--- src/rtl/lafg_pkg.sv ---
package lafg_pkg;

    // Sweep direction of the triangular dither
    typedef enum logic {
        HOP_RISE = 1'b0,
        HOP_FALL = 1'b1
    } hop_dir_e;

    // Burst gate state
    typedef enum logic {
        GATE_RUN  = 1'b0,
        GATE_HOLD = 1'b1
    } burst_st_e;

endpackage

--- src/rtl/lafg_period_map.sv ---
// Piecewise mapping of the load code to a base switching period.
module lafg_period_map #(
    parameter int FB_W     = 8,
    parameter int PER_W    = 16,
    parameter int P_NOM    = 1538,
    parameter int P_FLOOR  = 4444,
    parameter int TH_NOM   = 100,
    parameter int TH_FLOOR = 88
) (
    input  logic [FB_W-1:0]  fb_i,
    output logic [PER_W-1:0] base_o
);
    localparam int STEP = (P_FLOOR - P_NOM) / (TH_NOM - TH_FLOOR);

    localparam logic [FB_W-1:0]  TH_NOM_C   = FB_W'(TH_NOM);
    localparam logic [FB_W-1:0]  TH_FLOOR_C = FB_W'(TH_FLOOR);
    localparam logic [PER_W-1:0] P_NOM_C    = PER_W'(P_NOM);
    localparam logic [PER_W-1:0] P_FLOOR_C  = PER_W'(P_FLOOR);
    localparam logic [PER_W-1:0] STEP_C     = PER_W'(STEP);

    logic [FB_W-1:0] depth;

    always_comb begin
        depth = TH_NOM_C - fb_i;
        if (fb_i >= TH_NOM_C) begin
            base_o = P_NOM_C;
        end else if (fb_i <= TH_FLOOR_C) begin
            base_o = P_FLOOR_C;
        end else begin
            base_o = P_NOM_C + PER_W'(depth) * STEP_C;
        end
    end

endmodule

--- src/rtl/lafg_hop_dither.sv ---
// Triangular dither level with an offset proportional to the base period.
module lafg_hop_dither
    import lafg_pkg::*;
#(
    parameter int PER_W     = 16,
    parameter int HOP_SPAN  = 72,
    parameter int HOP_SHIFT = 10
) (
    input  logic                    clk_i,
    input  logic                    rst_ni,
    input  logic                    adv_i,
    input  logic [PER_W-1:0]        base_i,
    output logic signed [PER_W:0]   off_o
);
    localparam int LVL_W  = $clog2(HOP_SPAN + 1) + 1;
    localparam int PROD_W = LVL_W + PER_W + 1;

    localparam logic signed [LVL_W-1:0] SPAN_P = LVL_W'(HOP_SPAN);
    localparam logic signed [LVL_W-1:0] SPAN_N = -SPAN_P;
    localparam logic signed [LVL_W-1:0] ONE    = LVL_W'(1);

    typedef struct packed {
        logic signed [LVL_W-1:0] lvl;
        hop_dir_e                dir;
    } hop_st_t;

    hop_st_t st_d, st_q;
    logic signed [PROD_W-1:0] prod;

    always_comb begin
        st_d = st_q;
        if (adv_i) begin
            if (st_q.dir == HOP_RISE) begin
                st_d.lvl = st_q.lvl + ONE;
                if (st_d.lvl == SPAN_P) begin
                    st_d.dir = HOP_FALL;
                end
            end else begin
                st_d.lvl = st_q.lvl - ONE;
                if (st_d.lvl == SPAN_N) begin
                    st_d.dir = HOP_RISE;
                end
            end
        end
        // Signed product, arithmetic shift gives floor rounding
        prod  = PROD_W'(st_q.lvl) * $signed({{LVL_W{1'b0}}, 1'b0, base_i});
        off_o = (PER_W + 1)'(prod >>> HOP_SHIFT);
    end

    always_ff @(posedge clk_i) begin
        if (!rst_ni) begin
            st_q.lvl <= '0;
            st_q.dir <= HOP_RISE;
        end else begin
            st_q <= st_d;
        end
    end

endmodule

--- src/rtl/lafg_burst_gate.sv ---
// Hysteretic cycle-suppression gate for very light load.
module lafg_burst_gate
    import lafg_pkg::*;
#(
    parameter int FB_W      = 8,
    parameter int TH_ZDC    = 64,
    parameter int TH_RESUME = 70
) (
    input  logic            clk_i,
    input  logic            rst_ni,
    input  logic [FB_W-1:0] fb_i,
    output logic            hold_o
);
    localparam logic [FB_W-1:0] ZDC_C    = FB_W'(TH_ZDC);
    localparam logic [FB_W-1:0] RESUME_C = FB_W'(TH_RESUME);

    burst_st_e st_d, st_q;

    always_comb begin
        st_d = st_q;
        case (st_q)
            GATE_RUN:  if (fb_i < ZDC_C)     st_d = GATE_HOLD;
            GATE_HOLD: if (fb_i >= RESUME_C) st_d = GATE_RUN;
            default:   st_d = GATE_RUN;
        endcase
        hold_o = (st_q == GATE_HOLD);
    end

    always_ff @(posedge clk_i) begin
        if (!rst_ni) begin
            st_q <= GATE_RUN;
        end else begin
            st_q <= st_d;
        end
    end

endmodule

--- src/rtl/lafg_freq_gen.sv ---
// Top: period timer combining base map, dither and burst gate.
module lafg_freq_gen #(
    parameter int FB_W      = 8,
    parameter int PER_W     = 16,
    parameter int P_NOM     = 1538,
    parameter int P_FLOOR   = 4444,
    parameter int TH_NOM    = 100,
    parameter int TH_FLOOR  = 88,
    parameter int TH_ZDC    = 64,
    parameter int TH_RESUME = 70,
    parameter int HOP_SPAN  = 72,
    parameter int HOP_SHIFT = 10
) (
    input  logic             clk_i,
    input  logic             rst_ni,
    input  logic [FB_W-1:0]  fb_code_i,
    output logic             cyc_start_o,
    output logic [PER_W-1:0] period_o
);
    localparam logic [PER_W-1:0] P_NOM_C = PER_W'(P_NOM);
    localparam logic [PER_W-1:0] ONE_C   = PER_W'(1);

    typedef struct packed {
        logic [PER_W-1:0] cnt;
        logic [PER_W-1:0] per;
        logic             strobe;
    } tmr_t;

    tmr_t t_d, t_q;

    logic [PER_W-1:0]     base;
    logic signed [PER_W:0] off;
    logic                 hold;
    logic                 wrap;
    logic                 adv;
    logic [PER_W-1:0]     next_per;

    lafg_period_map #(
        .FB_W    (FB_W),
        .PER_W   (PER_W),
        .P_NOM   (P_NOM),
        .P_FLOOR (P_FLOOR),
        .TH_NOM  (TH_NOM),
        .TH_FLOOR(TH_FLOOR)
    ) u_map (
        .fb_i  (fb_code_i),
        .base_o(base)
    );

    lafg_hop_dither #(
        .PER_W    (PER_W),
        .HOP_SPAN (HOP_SPAN),
        .HOP_SHIFT(HOP_SHIFT)
    ) u_hop (
        .clk_i (clk_i),
        .rst_ni(rst_ni),
        .adv_i (adv),
        .base_i(base),
        .off_o (off)
    );

    lafg_burst_gate #(
        .FB_W     (FB_W),
        .TH_ZDC   (TH_ZDC),
        .TH_RESUME(TH_RESUME)
    ) u_gate (
        .clk_i (clk_i),
        .rst_ni(rst_ni),
        .fb_i  (fb_code_i),
        .hold_o(hold)
    );

    always_comb begin
        t_d        = t_q;
        t_d.strobe = 1'b0;
        wrap       = (t_q.cnt == (t_q.per - ONE_C));
        adv        = wrap && !hold;
        next_per   = PER_W'($signed({1'b0, base}) + off);
        if (wrap) begin
            t_d.cnt    = '0;
            t_d.per    = next_per;
            t_d.strobe = !hold;
        end else begin
            t_d.cnt = t_q.cnt + ONE_C;
        end
    end

    always_ff @(posedge clk_i) begin
        if (!rst_ni) begin
            t_q.cnt    <= '0;
            t_q.per    <= P_NOM_C;
            t_q.strobe <= 1'b0;
        end else begin
            t_q <= t_d;
        end
    end

    assign cyc_start_o = t_q.strobe;
    assign period_o    = t_q.per;

endmodule

--- config.mk ---
export PLATFORM = sky130hd
export DESIGN_NAME = lafg_freq_gen
export DESIGN_NICKNAME = d
export VERILOG_FILES = /design/src/rtl/lafg_pkg.sv /design/src/rtl/lafg_period_map.sv /design/src/rtl/lafg_hop_dither.sv /design/src/rtl/lafg_burst_gate.sv /design/src/rtl/lafg_freq_gen.sv
export SDC_FILE = /design/constraint.sdc
export NUM_CORES = 1
export LEC_CHECK = 0
export ABC_AREA = 1
export BUFFER_PORTS_ARGS = -buffer_cell sky130_fd_sc_hd__clkbuf_2
export CAP_MARGIN = 25
export CORE_ASPECT_RATIO = 0.5
export CORE_MARGIN = 8
export CORE_UTILIZATION = 59
export CTS_CLUSTER_SIZE = 8
export DETAILED_ROUTE_END_ITERATION = 10
export GPL_ROUTABILITY_DRIVEN = 0
export PLACE_DENSITY = 0.76
export SLEW_MARGIN = 20
export SYNTH_ARGS = -nofsm -noshare
export SYNTH_HDL_FRONTEND = slang
export SYNTH_SLANG_ARGS = --single-unit
--- constraint.sdc ---
create_clock -name clk_i -period 14.1 [get_ports clk_i]
set_clock_uncertainty 0.05 [all_clocks]
set_input_delay 1.41 -clock clk_i [delete_from_list [all_inputs] [get_ports clk_i]]
set_output_delay 1.41 -clock clk_i [all_outputs]
set_load 0.05 [all_outputs]
==> results.sh, run 1 <==
export IMPL_cts_tree="yes"
export IMPL_clockBufferDepth=2
export IMPL_drv_cap=0
export IMPL_clock_sinks=43
export IMPL_synth_xor_area_share_pct=6.49
export IMPL_min_path_type="register to register"
export IMPL_startpoint="fb_code_i[0]"
export IMPL_r2r_start="u_hop.st_q[8]"
export IMPL_crit_path_end_kind="register"
export IMPL_synth_seq_cells=43
export IMPL_hpwlAfterDp_um=19300
export IMPL_portBuffers=26
export IMPL_post_cts_buffers=0
export IMPL_routedWlPerCell_um=15.0
export IMPL_drt_first_iter_violations=650
export IMPL_synth_nets=1538
export IMPL_via_per_inst=5.47
export IMPL_final_cell_mix="nand2_1 (266), inv_1 (260), nor2_1 (170), ha_1 (114), fa_1 (87)"
export IMPL_antenna_found_initial=0
export IMPL_overflow=0
export IMPL_worst_pin_slew_ns=0.791
export IMPL_maxSlewViolCount=0
export IMPL_hp_start="u_gate.hold_o"
export IMPL_leakagePower_nw=5.21
export IMPL_cp_data_required_time_ns=14.27
export IMPL_multi_input_area_um2=7060
export IMPL_drive_gt1_share_pct=6.02
export IMPL_syn_cell_area_um2=9150
export IMPL_grt_pass1_vias=8376
export IMPL_hold_viol_final=0
export IMPL_drc=0
export IMPL_numCtsBuffers=5
export IMPL_grt_pass1_wl_um=38900
export IMPL_max_slew_margin_rel_pct=47.2
export IMPL_rsz0062_at_grt="false"
export IMPL_dpl_cell_area_um2=9330
export IMPL_cts_resized=0
export IMPL_peakVddDrop_mv=0.104
export IMPL_grt_start_max_net_pins=29
export IMPL_die_w_um=192
export IMPL_worst_ep_arrival_time_ns=11.35
export IMPL_synth_edf_count=0
export IMPL_synth_simple_area_share_pct=27.7
export IMPL_syn2layout_area_growth_pct=3.65
export IMPL_ctsHtreeMaxLevel=2
export IMPL_synth_mux_area_share_pct=0.109
export IMPL_wl_um=23100
export IMPL_synth_compound_gate_area_share_pct=8.29
export IMPL_insertion_delay_ns=0.30
export IMPL_startpoint_type="primary input"
export IMPL_tns_ns=0
export IMPL_fp_dieH_um=104
export IMPL_final_nets=1538
export IMPL_netlist_instances=1327
export IMPL_synth_fa_ha_area_share_pct=34.6
export IMPL_r2r_slack_ns=7.06
export IMPL_cpMaxStageDelayCell="fa_1"
export IMPL_synth_cell_types=50
export IMPL_finalInstanceArea_um2=9480
export IMPL_root_buffer="clkbuf_16"
export IMPL_outcome="finished, final reports clean"
export IMPL_postRouteAntennaNets=0
export IMPL_die_area_um2=20000
export IMPL_max_freq_ghz=0.0895
export IMPL_floorplan_initialDensity_pct=59.8
export IMPL_grt_usage_pct=23.4
export IMPL_dr_pass1_iters=6
export IMPL_fillCellCount=1405
export IMPL_period_needed_ns=11.18
export IMPL_syn_avg_cell_area_um2=6.89
export IMPL_crit_type="primary input to register"
export IMPL_regArea_um2=861
export IMPL_ys_seq_area_share_pct=9.41
export IMPL_cpMostUsedCell="inv_1"
export IMPL_via_count=8388
export IMPL_yosysWarnings=0
export IMPL_cts_hold_fix_buffers=0
export IMPL_power_per_cell_area_nw_per_um2=94.7
export IMPL_finalSetupViolations=0
export IMPL_finalCritPeriodShare_pct=79.3
export IMPL_rows=32
export IMPL_pin_count=27
export IMPL_async_flop_share_pct=0
export IMPL_path_clk_slew_ns=0.08
export IMPL_slowest_delay_ns=0.54
export IMPL_core_area_um2=15300
export IMPL_synth_top_family_by_area="adder cells"
export IMPL_ys_flop_type="dfxtp_1"
export IMPL_total_power_mw=0.897
export IMPL_critPathMaxFanout=7
export IMPL_final_common_cell="nand2_1"
==> path summary, 6_finish.rpt <==
kind,endpoint,cells after the start
worst max-delay path,period_o[14],48
worst min-delay path,cyc_start_o,1
worst max register to register,period_o[13],23
worst min register to register,cyc_start_o,1
==> layer usage <==
layer | GRT usage, % | vias to the layer above | wire length (um)
met3 | 5.59 | 35 | 2410
met2 | 39.6 | 342 | 10600
met1 | 29.9 | 3893 | 9820
met4 | 5.04 | 0 | 286
li1 | - | 4118 | -
met5 | 0 | - | 0
==> Yosys cell counts (5+ instances only) <==
| library cell | instances | share of area (%) |
|---|---|---|
| nand2_1 | 266 | 11 |
| inv_1 | 260 | 11 |
| nor2_1 | 170 | 7.0 |
| ha_1 | 114 | 16 |
| fa_1 | 87 | 19 |
| nand3_1 | 58 | 3.2 |
| xor2_1 | 50 | 4.8 |
| a21oi_1 | 49 | 2.7 |
| dfxtp_1 | 43 | 9.4 |
| o21ai_0 | 37 | 2.0 |
| nand4_1 | 20 | 1.4 |
| buf_4 | 17 | 1.4 |
| xnor2_1 | 14 | 1.3 |
| clkbuf_1 | 12 | 0.49 |
| nor3_1 | 12 | 0.66 |
| o21bai_1 | 11 | 0.90 |
| nor2_2 | 9 | 0.62 |
| inv_2 | 8 | 0.33 |
| o22ai_1 | 8 | 0.55 |
| a21o_1 | 7 | 0.57 |
| nand3_2 | 7 | 0.77 |
| nor2_4 | 6 | 0.74 |
| o21ai_1 | 6 | 0.33 |
| a31oi_1 | 5 | 0.34 |
| nand3b_1 | 5 | 0.41 |
| nor4_1 | 5 | 0.34 |
==> critical path: cells and delay by family <==
family	cells	cell delay (ns)
fa+ha+maj	11	4.67
compound gates	11	1.72
xor+xnor	5	1.22
buf+inv	13	1.19
simple gates	8	1.12
==> final cells by class <==
type / instances / area share (%)
diodes: 1 / 0.0264
well taps: 204 / 2.69
clock inverters: 3 / 0.277
clock buffers: 5 / 1.32
inverters: 272 / 10.8
repair buffers: 26 / 1.37
multi-input cells: 979 / 74.5
flip-flops and latches: 43 / 9.08
==> registers in the layout (all words and copies together), names as in the netlist <==
signal         flops
period_o          16
t_q               16
u_hop.st_q         9
cyc_start_o        1
u_gate.hold_o      1
==> logic make-up after synthesis <==
kind of cell,count (synthesis)
compound gates,133
buf+inv,305
xor+xnor,66
mux,1
simple gates,578
flops,43
fa+ha+maj,201
==> per-stage QoR <==
stage	utilization [%]	worst slack, ns	hold WS, ns	std cells
4_1_cts	62.0	2.95	0.381	1532
3_3_place_gp	61.0	2.86	0.376	1524
3_5_place_dp	61.0	2.67	0.369	1524
6_report	62.0	2.92	0.375	1533
2_1_floorplan	-	3.99	0.348	1327
5_1_grt	62.0	2.06	0.408	1532
==> report_power, final <==
part	leakage (nW)	switching, mW	internal, mW	total (mW)
Combinational	4.79	0.428	0.219	0.647
Clock	0.0748	0.0595	0.0675	0.127
Sequential	0.347	0.000965	0.122	0.123
(Power assumes the default switching activity.)
==> run 2, diff against run 1 <==
==> constraint.sdc (replaced) <==
create_clock -name clk_i -period 10.35 [get_ports clk_i]
set_clock_uncertainty 0.05 [all_clocks]
set_input_delay 1.035 -clock clk_i [delete_from_list [all_inputs] [get_ports clk_i]]
set_output_delay 1.035 -clock clk_i [all_outputs]
set_load 0.05 [all_outputs]
==> results.sh, run 2 (synthesis gave the netlist of run 1 again) <==
export IMPL_outcome="finished, final reports clean"
export IMPL_antennaDiodeCount=0
export IMPL_final_cell_mix="nand2_1 (261), inv_1 (255), nor2_1 (166), ha_1 (106), fa_1 (87)"
export IMPL_ctsHtreeMaxLevel=2
export IMPL_r2r_start="u_hop.st_q[8]"
export IMPL_cp_endpoint="period_o[14]"
export IMPL_r2r_end="period_o[13]"
export IMPL_fin_util_pct=64.8
export IMPL_multi_input_area_um2=7270
export IMPL_cpMostUsedCell="inv_1"
export IMPL_routedWlPerCell_um=15.0
export IMPL_dr_pass1_iters=5
export IMPL_cpMaxStageDelayCell="fa_1"
export IMPL_maxSlewViolCount=0
export IMPL_max_slew_margin_rel_pct=49.7
export IMPL_pin_count=27
export IMPL_crit_type="primary input to register"
export IMPL_hold_viol_final=0
export IMPL_hpwlAfterDp_um=19300
export IMPL_final_cells=1560
export IMPL_cts_hold_fix_buffers=0
export IMPL_slowest_delay_ns=0.53
export IMPL_antenna_found_initial=0
export IMPL_final_nets=1566
export IMPL_rows=32
export IMPL_via_per_inst=5.41
export IMPL_leakagePower_nw=5.34
export IMPL_via_count=8436
export IMPL_drive_gt1_share_pct=10.8
export IMPL_startpoint="fb_code_i[1]"
export IMPL_worst_pin_slew_ns=0.754
export IMPL_placed_cells_incl_taps=1546
export IMPL_overflow=0
export IMPL_hp_start="u_gate.hold_o"
export IMPL_worst_ep_arrival_time_ns=10.06
export IMPL_grt_start_max_net_pins=29
export IMPL_r2r_slack_ns=3.54
export IMPL_die_area_um2=20000
export IMPL_power_per_cell_area_nw_per_um2=146
export IMPL_drt_first_iter_violations=531
export IMPL_min_path_type="register to register"
export IMPL_startpoint_type="primary input"
export IMPL_grt_pass1_wl_um=38600
export IMPL_postRouteAntennaNets=0
export IMPL_floorplan_initialDensity_pct=59.8
export IMPL_drv_cap=0
export IMPL_fillCellCount=1356
export IMPL_wl_um=23400
export IMPL_root_buffer="clkbuf_16"
export IMPL_max_freq_ghz=0.101
export IMPL_core_area_um2=15300
export IMPL_syn2layout_area_growth_pct=8.33
export IMPL_rsz0062_at_grt="true"
export IMPL_clockBufferDepth=2
export IMPL_die_w_um=192
export IMPL_insertion_delay_ns=0.29
export IMPL_drc=0
export IMPL_regArea_um2=861
export IMPL_numCtsBuffers=5
export IMPL_finalSetupViolations=0
export IMPL_cp_data_required_time_ns=10.50
export IMPL_cts_tree="yes"
export IMPL_crit_path_end_kind="register"
export IMPL_peakVddDrop_mv=0.167
export IMPL_grt_usage_pct=23.2
export IMPL_period_needed_ns=9.91
export IMPL_grt_pass1_vias=8382
export IMPL_clock_sinks=43
export IMPL_final_common_cell="nand2_1"
export IMPL_r2r_cells=23
export IMPL_fp_dieH_um=104
export IMPL_finalCritPeriodShare_pct=95.7
export IMPL_path_clk_slew_ns=0.07
export IMPL_portBuffers=26
export IMPL_critPathMaxFanout=6
[run 2: cell count changes in the layout (fill, tap and decap cells not counted), sizes merged]
| cell | delta |
|---|---|
| diode | -1 |
| clkinv | +1 |
| inv | -2 |
| clkinvlp | +1 |
| buf | +28 |
[run 2: power by group]
part	total, mW	switching, mW	internal [mW]	leakage [nW]
combinational	1.12	0.677	0.442	4.93
sequential	0.168	0.00138	0.166	0.347
clock	0.163	0.0723	0.0904	0.0700
total	1.45	0.750	0.699	5.34
[run 2: area by class of cell]
class | count | share of cell area [%]
multi-input combinational | 979 | 73.4
inverter | 272 | 10.4
sequential | 43 | 8.69
timing repair buffer | 54 | 3.47
tap | 204 | 2.58
clock buffer | 5 | 1.26
clock inverter | 3 | 0.253
[run 2: what timing repair did]
item,CTS,global route
pin swaps,0,10
setup endpoints to repair,1,8
buffers inserted,0,6
resized for setup,1,54
[run 2: critical path: cells and delay by family]
family | cells | cell delay [ns]
adder cells (fa/ha/maj) | 11 | 4.41
AO/OA/AOI/OAI | 9 | 1.38
AND/OR/NAND/NOR | 10 | 1.29
buffers and inverters | 14 | 1.06
XOR/XNOR | 5 | 0.87
[run 2: worst min path at each step]
| stage | slack (ns) | depth (start not counted) | to |
|---|---|---|---|
| floorplan | 0.35 | 1 | cyc_start_o |
| global placement | 0.37 | 1 | cyc_start_o |
| detailed placement | 0.38 | 1 | cyc_start_o |
| CTS | 0.38 | 1 | cyc_start_o |
| global route | 0.40 | 1 | cyc_start_o |
| finish | 0.38 | 1 | cyc_start_o |
[run 2: per-stage QoR]
step	setup TNS, ns	hold WS [ns]	worst slack (ns)	total power, mW	area, um^2
after global routing	-0.232	0.396	-0.149	1.60	9910
after floorplan	0	0.348	0.616	0.859	9150
final	0	0.381	0.442	1.45	9910
after CTS	0	0.383	0.0720	1.28	9640
after detailed placement	-0.417	0.378	-0.275	1.11	9490
after global placement	-0.0214	0.373	-0.0214	1.10	9490
[run 2: metal layers]
metal,GRT usage (%),share of wire [%],vias up
met5,0,0,-
met4,4.07,1.4,0
met3,4.48,7.2,34
met2,40.0,46,265
met1,30.0,45,3948
li1,-,-,4189
